==> src/rtl/cdx_pkg.sv <==
package cdx_pkg;
   typedef enum logic [3:0] {
      K_NOP, K_STC, K_LDC, K_OR, K_SHL, K_MOV, K_MOVI, K_LDL, K_ILL
   } kind_t;

   typedef struct packed {
      kind_t      kind;
      logic [3:0] n;
      logic [3:0] m;
      logic [7:0] imm;
   } dec_t;
endpackage

==> src/rtl/cdx_decode.sv <==
module cdx_decode
   import cdx_pkg::*;
(
   input  logic [15:0] insn,
   output dec_t        dec
);
   logic [3:0] major;
   logic [7:0] lo_byte;
   logic [3:0] lo_nib;

   assign major   = insn[15:12];
   assign lo_byte = insn[7:0];
   assign lo_nib  = insn[3:0];

   always_comb begin
      dec.n    = insn[11:8];
      dec.m    = insn[7:4];
      dec.imm  = lo_byte;
      dec.kind = K_ILL;
      unique case (major)
         4'h0: begin
            if (lo_byte == 8'h02)
               dec.kind = K_STC;
            else if (lo_byte == 8'h09 && insn[11:8] == 4'h0)
               dec.kind = K_NOP;
         end
         4'h2: if (lo_nib == 4'hB) dec.kind = K_OR;
         4'h4: begin
            if (lo_byte == 8'h00)
               dec.kind = K_SHL;
            else if (lo_byte == 8'h0E)
               dec.kind = K_LDC;
         end
         4'h6: if (lo_nib == 4'h3) dec.kind = K_MOV;
         4'hD: dec.kind = K_LDL;
         4'hE: dec.kind = K_MOVI;
         default: dec.kind = K_ILL;
      endcase
   end
endmodule

==> src/rtl/cdx_regfile.sv <==
module cdx_regfile #(
   parameter int XLEN = 32,
   parameter int NREG = 16,
   localparam int AW  = $clog2(NREG)
) (
   input  logic            clk,
   input  logic            rst_n,
   input  logic            we,
   input  logic [AW-1:0]   waddr,
   input  logic [XLEN-1:0] wdata,
   input  logic [AW-1:0]   ra_a,
   output logic [XLEN-1:0] rd_a,
   input  logic [AW-1:0]   ra_b,
   output logic [XLEN-1:0] rd_b,
   input  logic [AW-1:0]   ra_c,
   output logic [XLEN-1:0] rd_c
);
   logic [XLEN-1:0] bank [NREG];

   for (genvar i = 0; i < NREG; i++) begin : g_reg
      always_ff @(posedge clk or negedge rst_n) begin
         if (!rst_n)
            bank[i] <= '0;
         else if (we && waddr == AW'(i))
            bank[i] <= wdata;
      end
   end

   assign rd_a = bank[ra_a];
   assign rd_b = bank[ra_b];
   assign rd_c = bank[ra_c];
endmodule

==> src/rtl/cdx_core.sv <==
module cdx_core
   import cdx_pkg::*;
#(
   parameter int XLEN      = 32,
   parameter int NREG      = 16,
   parameter int MD_BIT    = 30,
   parameter int T_BIT     = 0,
   parameter bit PRIV_GATE = 1'b1
) (
   input  logic            clk,
   input  logic            rst_n,
   input  logic            insn_valid,
   input  logic [15:0]     insn,
   input  logic [XLEN-1:0] pc,
   output logic            busy,
   output logic            ill_flag,
   output logic            resv_flag,
   output logic            rd_req,
   output logic [XLEN-1:0] rd_addr,
   input  logic [XLEN-1:0] rd_data,
   input  logic [3:0]      peek_idx,
   output logic [XLEN-1:0] peek_data,
   output logic [XLEN-1:0] sr_out
);
   localparam int              AW     = $clog2(NREG);
   localparam logic [XLEN-1:0] SR_RST = XLEN'(1) << MD_BIT;

   if (NREG != 16) begin : g_bad_nreg
      $error("cdx_core: register fields are 4 bits, NREG must be 16");
   end
   if (XLEN < 10 || MD_BIT >= XLEN || T_BIT >= XLEN || MD_BIT == T_BIT) begin : g_bad_sr
      $error("cdx_core: status bit placement does not fit XLEN");
   end

   dec_t            dec;
   logic            busy_q;
   logic [AW-1:0]   pend_q;
   logic [XLEN-1:0] sr_q, sr_d;
   logic [XLEN-1:0] val_n, val_m;
   logic            we;
   logic [AW-1:0]   waddr;
   logic [XLEN-1:0] wdata;
   logic            priv_ok;
   logic            req;

   cdx_decode u_dec (
      .insn (insn),
      .dec  (dec)
   );

   cdx_regfile #(.XLEN(XLEN), .NREG(NREG)) u_rf (
      .clk   (clk),
      .rst_n (rst_n),
      .we    (we),
      .waddr (waddr),
      .wdata (wdata),
      .ra_a  (dec.n[AW-1:0]),
      .rd_a  (val_n),
      .ra_b  (dec.m[AW-1:0]),
      .rd_b  (val_m),
      .ra_c  (peek_idx[AW-1:0]),
      .rd_c  (peek_data)
   );

   if (PRIV_GATE) begin : g_priv
      assign priv_ok = sr_q[MD_BIT];
   end else begin : g_nopriv
      assign priv_ok = 1'b1;
   end

   always_comb begin
      we        = 1'b0;
      waddr     = dec.n[AW-1:0];
      wdata     = '0;
      sr_d      = sr_q;
      ill_flag  = 1'b0;
      resv_flag = 1'b0;
      req       = 1'b0;
      if (busy_q) begin
         we    = 1'b1;
         waddr = pend_q;
         wdata = rd_data;
      end else if (insn_valid) begin
         unique case (dec.kind)
            K_MOV: begin
               we    = 1'b1;
               wdata = val_m;
            end
            K_MOVI: begin
               we    = 1'b1;
               wdata = {{(XLEN-8){dec.imm[7]}}, dec.imm};
            end
            K_OR: begin
               we    = 1'b1;
               wdata = val_n | val_m;
            end
            K_SHL: begin
               we          = 1'b1;
               wdata       = val_n << 1;
               sr_d[T_BIT] = val_n[XLEN-1];
            end
            K_STC: begin
               if (priv_ok) begin
                  we    = 1'b1;
                  wdata = sr_q;
               end else begin
                  resv_flag = 1'b1;
               end
            end
            K_LDC: begin
               if (priv_ok) sr_d = val_n;
               else         resv_flag = 1'b1;
            end
            K_LDL:   req      = 1'b1;
            K_ILL:   ill_flag = 1'b1;
            default: ;
         endcase
      end
   end

   assign rd_addr = (pc & ~XLEN'(3)) + XLEN'(4) + XLEN'({dec.imm, 2'b00});
   assign rd_req  = req;
   assign busy    = busy_q;
   assign sr_out  = sr_q;

   always_ff @(posedge clk or negedge rst_n) begin
      if (!rst_n) begin
         busy_q <= 1'b0;
         pend_q <= '0;
         sr_q   <= SR_RST;
      end else begin
         busy_q <= req;
         sr_q   <= sr_d;
         if (req) pend_q <= dec.n[AW-1:0];
      end
   end
endmodule

==> config.mk <==
export PLATFORM = sky130hd
export DESIGN_NAME = cdx_core
export DESIGN_NICKNAME = d
export VERILOG_FILES = /design/src/rtl/cdx_pkg.sv /design/src/rtl/cdx_decode.sv /design/src/rtl/cdx_regfile.sv /design/src/rtl/cdx_core.sv
export SDC_FILE = /design/constraint.sdc
export NUM_CORES = 1
export LEC_CHECK = 0
export BUFFER_PORTS_ARGS = -buffer_cell sky130_fd_sc_hd__buf_2
export CELL_PAD_IN_SITES_DETAIL_PLACEMENT = 0
export CELL_PAD_IN_SITES_GLOBAL_PLACEMENT = 2
export CORE_ASPECT_RATIO = 1.75
export CORE_MARGIN = 2
export CORE_UTILIZATION = 45
export DETAILED_ROUTE_END_ITERATION = 10
export PLACE_DENSITY_LB_ADDON = 0.1
export SLEW_MARGIN = 20
export SYNTH_ARGS = -nofsm -noshare
export SYNTH_HDL_FRONTEND = slang
export SYNTH_SLANG_ARGS = --single-unit
export TNS_END_PERCENT = 1
==> constraint.sdc <==
create_clock -name clk -period 4.95 [get_ports clk]
set_clock_uncertainty 0.2 [all_clocks]
set_input_delay 0.2475 -clock clk [delete_from_list [all_inputs] [get_ports clk]]
set_output_delay 0.2475 -clock clk [all_outputs]
set_load 0.01 [all_outputs]
* Word-level counts from Yosys, hierarchy flattened *
Cells that the tools add are included.

word-level totals
  input port bits = 87
  logic and storage cells = 129
  output and inout bits = 100
  flip-flop bits (word level) = 549

cells by class
  mux-type cells = 37
  eq/ne operators = 34
  bitwise logic cells = 5
  reduce and logical (&&, ||, !) cells = 27
  $add $sub $neg = 2
  $lt $le $gt $ge = 3

operators by type and width
  kind                                                                   number
  32-bit binary-select mux with 4-bit select                             3
  32-bit two-way mux                                                     9
  32-bit case mux with 5 select lines                                    1
  4-bit equality test, second input constant                             12
  4-bit by 3-bit equality test with 1-bit output, second input constant  10
  32-bit by 10-bit adder with 32-bit output                              1
  32-bit by 3-bit adder with 32-bit output, second input constant        1
  32-bit OR                                                              1
  31-bit two-way mux                                                     1
  4-bit two-way mux                                                      7
  4-bit by 2-bit equality test with 1-bit output, second input constant  6
  4-bit case mux with 6 select lines                                     1
  1-bit logical AND                                                      17
  8-bit by 4-bit equality test with 1-bit output, second input constant  2
  5-bit >= comparator, second input constant                             3
  4-bit inverter with 5-bit output                                       3
  1-bit two-way mux                                                      13
  4-bit logical NOT                                                      3
  4-bit by 1-bit equality test with 1-bit output, second input constant  2
  8-bit by 2-bit equality test with 1-bit output, second input constant  1
  8-bit logical NOT                                                      1
  4-bit AND reduction                                                    2
  1-bit case mux with 2 select lines                                     2
  4-bit OR reduction                                                     1
  other kinds (5)                                                        5

* Logic depth before layout (Yosys ltp) *
Gate-level depths: netlist (run 1).

  depth after elaboration = 11
  gate-level depth with buffers = 14

* Hierarchy *
A second synthesis (run 1) with hierarchy kept.

second synthesis, totals
  cells, all modules = 2387
  area total of the unflattened synthesis = 34015.1 um^2

modules (own cells, without submodules)
  module       instances  cells each  area each (um^2)
  cdx_regfile  1          1947        30137.7
  cdx_core     1          384         3510.9
  cdx_decode   1          56          366.6

* Worst setup path before layout (run 1) *
OpenSTA, ideal clock, no wires.

  kind = input to output
  from = input port insn[0]
  to = output port rd_addr[27]
  cell stages on the path = 14
  buffers on the path = 2
  arrival = 2.864 ns
  required time = 4.503 ns
  setup slack = 1.639 ns
  path through = clkbuf_1 -> inv_1 -> ha_1 -> inv_1 -> ha_1 -> fa_1 -> a21o_1 -> a21oi_1 -> nor2b_1 -> o21a_1 -> o41ai_1 -> clkbuf_1 -> nor4_1 -> xor2_1

between the ends
  word-level cells in the longest chain between the ends = 1

RTL lines
  item                                       RTL line         text
  start: declaration                         cdx_core.sv:13   input logic [15:0] insn,
  32-bit by 10-bit adder with 32-bit output  cdx_core.sv:121  assign rd_addr = (pc & ~XLEN'(3)) + XLEN'(4) + XLEN'({dec.imm, 2'b00});
  end: declaration                           cdx_core.sv:19   output logic [XLEN-1:0] rd_addr,

Every way passes these cells.

* Worst setup path in the final report (run 1) *
  from = input port insn[12]
  to = register u_rf.bank[88] (netlist bit)

between the ends
  word-level cells in the longest chain between the ends = 8

RTL lines
  item                                                                                                              RTL line           text
  4-bit equality test (tied with other cells)                                                                       cdx_decode.sv:20   unique case (major)
  4-bit case mux with 6 select lines *                                                                              cdx_decode.sv:20
  4-bit by 3-bit equality test with 1-bit output or 4-bit by 2-bit equality test with 1-bit output (tied branches)  cdx_core.sv:84     unique case (dec.kind)
  4-bit OR reduction (no line)                                                                                      -
  1-bit case mux with 2 select lines                                                                                cdx_core.sv:84
  1-bit two-way mux                                                                                                 cdx_core.sv:83     end else if (insn_valid) begin
  1-bit two-way mux                                                                                                 cdx_core.sv:79     if (busy_q) begin
  1-bit logical AND                                                                                                 cdx_regfile.sv:24  else if (we && waddr == AW'(i))
  end signal: indexed assignment                                                                                    cdx_regfile.sv:25  bank[i] <= wdata;
  end: declaration                                                                                                  cdx_regfile.sv:18  logic [XLEN-1:0] bank [NREG];

Every way passes the cells marked *; elsewhere a longest branch is shown, timed or not.
A chain may end at the register's enable or synchronous reset.

==> results of run 1 <==
==> registers in the layout (all words and copies together) (netlist names) <==
name and count:
pend_q 4, u_rf.bank 512, busy 1, sr_out 32
==> through the flow <==
| stage | instance area, µm² | std cells | utilization, % | hold slack, ns | worst slack, ns |
|---|---|---|---|---|---|
| after floorplan | 33800 | 3087 | - | -0.248 | 1.64 |
| after global placement | 36000 | 4017 | 48.1 | 0.0259 | 1.05 |
| after detailed placement | 36000 | 4018 | 48.1 | 0.0281 | 1.07 |
| after CTS | 38100 | 4122 | 50.8 | 0.0129 | 1.13 |
| after global routing | 38100 | 4122 | 50.8 | 0.0453 | 0.820 |
| final | 38100 | 4122 | 50.8 | 0.0339 | 1.18 |
==> worst min-delay path by stage <==
| stage | start | end | slack (ns) | cells after the start |
|---|---|---|---|---|
| 6_report | rd_data[11] | u_rf.bank[171]$_DFFE_PN0P_ | 0.03 | 6 |
| 5_1_grt | insn[10] | pend_q[2]$_DFFE_PN0P_ | 0.05 | 2 |
| 2_1_floorplan | rst_n | busy$_DFF_PN0_ | -0.25 | 0 |
| 3_5_place_dp | rst_n | u_rf.bank[101]$_DFFE_PN0P_ | 0.03 | 1 |
| 4_1_cts | rd_data[11] | u_rf.bank[171]$_DFFE_PN0P_ | 0.01 | 6 |
| 3_3_place_gp | rst_n | u_rf.bank[69]$_DFFE_PN0P_ | 0.03 | 1 |
==> cell usage in the layout, fill, tap and decap left out, types with 24 or more instances in the layout <==
cell type	instances
nand2_1	588
a22oi_1	31
mux2_2	30
o211ai_1	24
clkbuf_16	57
mux4_2	352
nor2_1	50
buf_4	98
a221oi_1	77
dfrtp_1	547
a21oi_1	32
o21ai_1	242
o22ai_1	52
buf_2	173
o21ai_0	298
mux2i_1	150
==> layout make-up <==
| class | count | area [µm²] | area share (%) |
|---|---|---|---|
| flip-flops and latches | 549 | 13700 | 36.1 |
| repair buffers | 301 | 2130 | 5.59 |
| multi-input cells | 2213 | 19000 | 49.9 |
| well taps | 945 | 1180 | 3.11 |
| inverters | 17 | 63.8 | 0.168 |
| clock buffers | 83 | 1700 | 4.48 |
| clock inverters | 14 | 243 | 0.638 |
==> synthesized netlist by cell type (all sizes together), types with 5 or more instances <==
cell	count
nand3	16
nor4	8
a221o	9
a21o	22
inv	16
or4	5
a21oi	32
o22ai	52
buf	110
xnor2	18
mux2i	151
o2111ai	19
mux2	30
a31oi	23
nor4b	6
o21ai	556
nand4b	5
ha	16
nand2	589
dfrtp	548
and2	7
a22o	7
o31ai	18
nand4	5
nor2b	7
a221oi	77
a22oi	31
mux4	352
nor2	52
nand2b	8
and3	5
nor3	8
a2111oi	5
clkbuf	198
xor2	9
o211ai	24
==> per-layer routing <==
metal,vias to the layer above,wire length (µm)
met5,-,0
met4,0,9320
met3,443,8420
met2,1371,65300
met1,14000,47900
li1,11900,-
==> worst max-delay path, delay by kind of cell <==
kind,cells,cell delay (ns)
AO/OA/AOI/OAI,4,0.96
buffers and inverters,5,1.62
AND/OR/NAND/NOR,3,1.20
==> cells by family (layout without fill, tap and decap cells) <==
group | after synthesis | count (layout) | synth area share, %
simple gates | 737 | 737 | 9.01
fa+ha+maj | 17 | 17 | 0.651
buf+inv | 325 | 415 | 3.90
flops | 549 | 549 | 40.6
compound gates | 897 | 897 | 16.2
mux | 533 | 533 | 28.9
xor+xnor | 27 | 27 | 0.699
other cells | 1 | 2 | 0.0111
==> repair_timing <==
item / 4_1_cts / 5_1_grt
resized for setup: 0 / 0
hold buffers: 7 / 0
endpoints found under the hold margin: 170 / 0
==> power groups by stage <==
stage	combinational (µW)	clock, µW	sequential, µW
6_report	1020	4610	4510
5_1_grt	1080	4860	4510
3_3_place_gp	1010	0	4600
4_1_cts	1020	4690	4510
3_5_place_dp	1010	0	4600
2_1_floorplan	561	0	4590
==> impl_results.md, run 1 <==
- IO buf count: 182
- First-pass DRT Iterations: 5
- Antenna violations before repair: 0
- Max Fclk: 265 MHz
- Cell chain of the critical path: dlygate4sd3_1 > buf_2 > or4b_4 > or4_1 > buf_4 > a41o_4 > a2111oi_4 > buf_4 > o21ai_4 > buf_4 > nand2_1 > o21ai_0
- Status: finished, final reports clean
- Max-slew violations: 0
- Arrival time at the worst endpoint: 4.06 ns
- Slew HR: 19.6%
- Post-CTS Setup Bufs: 0
- Yosys reg bits: 549
- Switching power total: 2640 µW
- P_leak: 0.0155 µW
- Clk_lat worst skew: 0.66 ns
- Share of total power in combinational logic: 10.1%
- TritonCTS clock tree: built
- Area delta synth->final: 12.5%
- Routed len/inst: 31.8 µm
- Vias in the first global route: 28500
- Worst Setup End Kind: register
- Gr busiest metal: met2
- GR Util met3: 4.66%
- RD Place Congestion: 0.918
- Synth area leader: dfrtp_1
- Part of the power in registers: 44.5%
- CP Class: in2reg
- Reg2reg path depth: 6
- Switch share: 26.0%
- Grt ovf: 0
- Num CTS Buffers: 56
- CTS H-Tree Depth: 2
- Overall Power: 10200 µW
- Slowest-stage cell, CP: or4b_4
- DR iter-0 viols: 2720
- HPWL after DPL: 81700 µm
- Critical Path RT: 5.24 ns
- Worst ir drop on vdd: 0.000266 V
- Initial Util: 45.2%
- Worst Setup EP: u_rf.bank[88]$_DFFE_PN0P_
- Antenna diodes: 0
- Max Cap Violations: 0
- Mapped Area: 0.0338 mm²
- Share of layout cells above drive strength 1: 25.6%
- Sequential share of the synthesized area: 40.6%
- Post-synth top area share: 40.5%
- Met2 GRT Util: 58.3%
- Syn. warnings: 0
- DRC: 0
- Die width: 211 µm
- Most frequent CP cell: buf_4
- Via count: 27700
- Syn Inst Count: 3086
- Site row count: 133
- Ys flop type: dfrtp_1
- Power per cell area: 267 mW/mm²
- Setup TNS: 0 ns
- Mapped Avg Cell Area: 11.0 µm²
- Post-DRT Antenna Nets: 0
- Reg2Reg Setup Slack: 1.43 ns
- Reg2reg end: sr_out[18]$_DFFE_PN0P_
- Async SR Flop Fraction: 100%
- Clock share of power: 45.4%
- Slew @ Worst Pin: 1.20 ns
- Post-synth cell types: 68
- Grt met1 use: 40.3%
- DRT Wirelength: 131000 µm
- Fin crit period: 3.77 ns
- Period Utilization, post-route: 76.1%
- Clock transition at path regs: 0.06 ns
- Core footprint: 0.0749 mm²
- Chip height: 367 µm
- Fin. Hold Viols: 0
- Top cells by area, synth: dfrtp_1, mux4_2, nand2_1
- Pin count of the biggest net entering global routing: 155
- Hold Crit Class: in2reg
- Crit-path max FO: 32
- GRT Util Overall: 34.0%
- Internal power: 7510 µW
- Clk sink count: 549
- Die area: 0.0775 mm²
- FF-to-FF Start: busy$_DFF_PN0_
- Final #Nets: 3242
- Vias/cell: 6.72
- Num ports: 187
- Fill count: 6784
- Root Buffer: clkbuf_16
- Worst path max stage delay: 0.57 ns
- RSZ-0062 raised after global routing: false
- Post-synth EDFFs: 0
- First-pass GRT wire length: 192000 µm
- Clock Path Buffers: 3
- CP Launch Point: insn[12]
- Final setup violation count: 0
- Crit path launch type: input port
Note: power is estimated with default switching activity, not from simulation.
==> run 2: changes to the inputs <==
--- a/config.mk
+++ b/config.mk
@@ -10,7 +10,7 @@
 export CELL_PAD_IN_SITES_GLOBAL_PLACEMENT = 2
 export CORE_ASPECT_RATIO = 1.75
 export CORE_MARGIN = 2
-export CORE_UTILIZATION = 45
+export CORE_UTILIZATION = 38
 export DETAILED_ROUTE_END_ITERATION = 10
 export PLACE_DENSITY_LB_ADDON = 0.1
 export SLEW_MARGIN = 20
==> constraint.sdc (replaced) <==
create_clock -name clk -period 3.05 [get_ports clk]
set_clock_uncertainty 0.2 [all_clocks]
set_input_delay 0.1525 -clock clk [delete_from_list [all_inputs] [get_ports clk]]
set_output_delay 0.1525 -clock clk [all_outputs]
set_load 0.01 [all_outputs]
==> run 2 against run 1 <==
Critical path depth is 1 higher. Setup slack got worse by 1.1 ns. The flow now finishes with violations (hold timing). Global-route usage fell by 3.3 points. Sequential share of layout area is 2.4 points lower. Register-to-register slack worse by 1.1 ns. Hold slack got worse by 0.050 ns. Clock power is 60% higher. Final area is 7.1% higher. First-iteration DRC count is 5.9% lower. Via count up 2.4%. Sequential cell count unchanged. Count of clock-buffer cells in the layout decreased by 1.
==> impl_results.md, run 2 (synthesis results as in run 1) <==
- Clk sink count: 549 (unchanged)
- Core footprint: 0.0881 mm² (+18%)
- Slew @ Worst Pin: 1.00 ns (-0.200 ns)
- Worst Setup End Kind: register
- Biggest register: u_rf.bank
- First-pass DRT Iterations: 5 (unchanged)
- Max Fclk: 334 MHz
- Area after DPL: 0.0384 mm² (+6.5%)
- Initial Util: 38.4% (-6.8 points)
- Site row count: 144 (+8.3%)
- Die width: 230 µm (+8.7%)
- Area delta synth->final: 20.4%
- First-pass GRT wire length: 205000 µm (+6.6%)
- Worst ir drop on vdd: 0.000450 V (+69%)
- P_leak: 0.0168 µW (+7.9%)
- Vias in the first global route: 29500 (+3.3%)
- Crit path launch type: input port
- Die area: 0.0916 mm² (+18%)
- Via count: 28400 (+2.4%)
- Clk_lat worst skew: 0.66 ns (about the same)
- FF/Latch Area: 0.0137 mm² (unchanged)
- Root Buffer: clkbuf_16
- Setup TNS: 0 ns (unchanged)
- Antenna diodes: 0 (unchanged)
- Clock Path Buffers: 3 (unchanged)
- TritonCTS clock tree: built
- Pin count of the biggest net entering global routing: 73 (-53%)
- RSZ-0062 raised after global routing: true
- Vias/cell: 6.26 (-6.9%)
- Slowest-stage cell, CP: a221oi_1
- Power per cell area: 408 mW/mm² (+53%)
- Num ports: 187 (unchanged)
- Antenna violations before repair: 2 (+2)
- Routed len/inst: 30.9 µm (-2.9%)
- Multi-input logic area: 0.0191 mm² (+0.60%)
- Final instance area: 0.0408 mm² (+7.1%)
- Max FFs per register: 512 (unchanged)
- Fin. Hold Viols: 2 (+2)
- Grt ovf: 0 (unchanged)
- Most common cell after layout, fill and taps aside: nand2_1
- CP Class: in2reg
- Fin crit period: 2.99 ns
- Final setup violation count: 0 (unchanged)
- Critical Path RT: 3.37 ns (-1.87 ns)
- CTS H-Tree Depth: 2 (unchanged)
- Hold Crit Class: in2reg
- RD Place Congestion: 0.885 (-3.5%)
- HPWL after DPL: 93500 µm (+15%)
- DRC: 0 (unchanged)
- Arrival time at the worst endpoint: 3.32 ns (-0.74 ns)
- Hold WS: -0.0161 ns (-0.0500 ns)
- Num CTS Buffers: 57 (+1.8%)
- IO buf count: 182 (unchanged)
- Clock transition at path regs: 0.06 ns (about the same)
- Slew HR: 32.9% (+13 points)
- Crit-path max FO: 10 (-69%)
- Max Cap Violations: 0 (unchanged)
- Max-slew violations: 0 (unchanged)
- Violated checks: hold timing
- DR iter-0 viols: 2559 (-5.9%)
- Final #Nets: 3430 (+5.8%)
- Post-layout util: 46.3% (-4.6 points)
- Worst path max stage delay: 0.56 ns (about the same)
- Post-DRT Antenna Nets: 0 (unchanged)
- GRT Util Overall: 30.7% (-3.3 points)
- Commonest non-fill, non-tap cells in the layout: nand2_1, dfrtp_1, mux4_2
- Most frequent CP cell: buf_4
- Chip height: 399 µm (+8.7%)
- Worst setup margin: 0.0573 ns (-1.13 ns)
- DRT Wirelength: 140000 µm (+6.8%)
- Status: finished, violations left
- Place WS: -0.211 ns (-1.28 ns)
- Fill count: 8200 (+21%)
- Cell chain of the critical path: buf_6 > dlygate4sd3_1 > buf_4 > or3b_2 > nor4_2 > buf_4 > and2_1 > buf_4 > a221oi_1 > o21ai_0 > o31ai_1 > buf_4 > o21ai_0
- Period Utilization, post-route: 98.1%
- Share of layout cells above drive strength 1: 29.6% (+4.0 points)
- Overall Power: 16600 µW (+64%)
## run 2: where the power goes
group,leakage (µW),switching [µW],internal [µW]
registers,0.00766,22.5,7300
logic,0.00817,1210,744
clock network,0.000936,3200,4170
## run 2: final cells by class
| class | instances | share of cell area [%] |
|---|---|---|
| Timing Repair Buffer | 488 | 11.0 |
| Clock inverter | 17 | 0.595 |
| Clock buffer | 82 | 4.05 |
| Multi-Input combinational cell | 2213 | 46.9 |
| Sequential cell | 549 | 33.7 |
| Tap cell | 1168 | 3.59 |
| Inverter | 17 | 0.157 |
## run 2: what timing repair did
action,in CTS,in global routing
resized for setup,21,19
hold buffers,27,6
pin swaps,10,1
setup buffers,1,0
gates cloned,1,0
endpoints found under the setup margin,10,94
endpoints found under the hold margin,470,22
## run 2: worst paths after layout
check | startpoint | to | slack (ns) | depth (start not counted)
min in group asynchronous | rst_n | u_rf.bank[394]$_DFFE_PN0P_ | 0.49 | 3
max reg2reg | sr_out[30]$_DFFE_PN1P_ | u_rf.bank[266]$_DFFE_PN0P_ | 0.36 | 7
max | insn[1] | u_rf.bank[266]$_DFFE_PN0P_ | 0.06 | 13
min reg2reg | u_rf.bank[117]$_DFFE_PN0P_ | u_rf.bank[117]$_DFFE_PN0P_ | 0.32 | 2
max in group asynchronous | rst_n | u_rf.bank[170]$_DFFE_PN0P_ | 0.69 | 4
min | rd_data[14] | u_rf.bank[174]$_DFFE_PN0P_ | -0.02 | 4
## run 2: worst max-delay path, delay by kind of cell
family | cells | cell delay (ns)
buf+inv | 6 | 1.41
compound gates | 4 | 1.32
simple gates | 3 | 0.41
## run 2: metal layers
| metal | wire length [µm] | track usage (%) |
|---|---|---|
| met4 | 7410 | 14.6 |
| met3 | 8950 | 4.92 |
| met5 | 13 | 0 |
| met2 | 71300 | 54.0 |
| met1 | 52200 | 36.6 |
## run 2: metrics by stage
stage / std cells / hold slack, ns
floorplan: 3087 / -0.343
global placement: 4400 / 0.0705
detailed placement: 4400 / 0.0754
CTS: 4528 / 0.00617
global route: 4534 / 0.000639
finish: 4534 / -0.0161
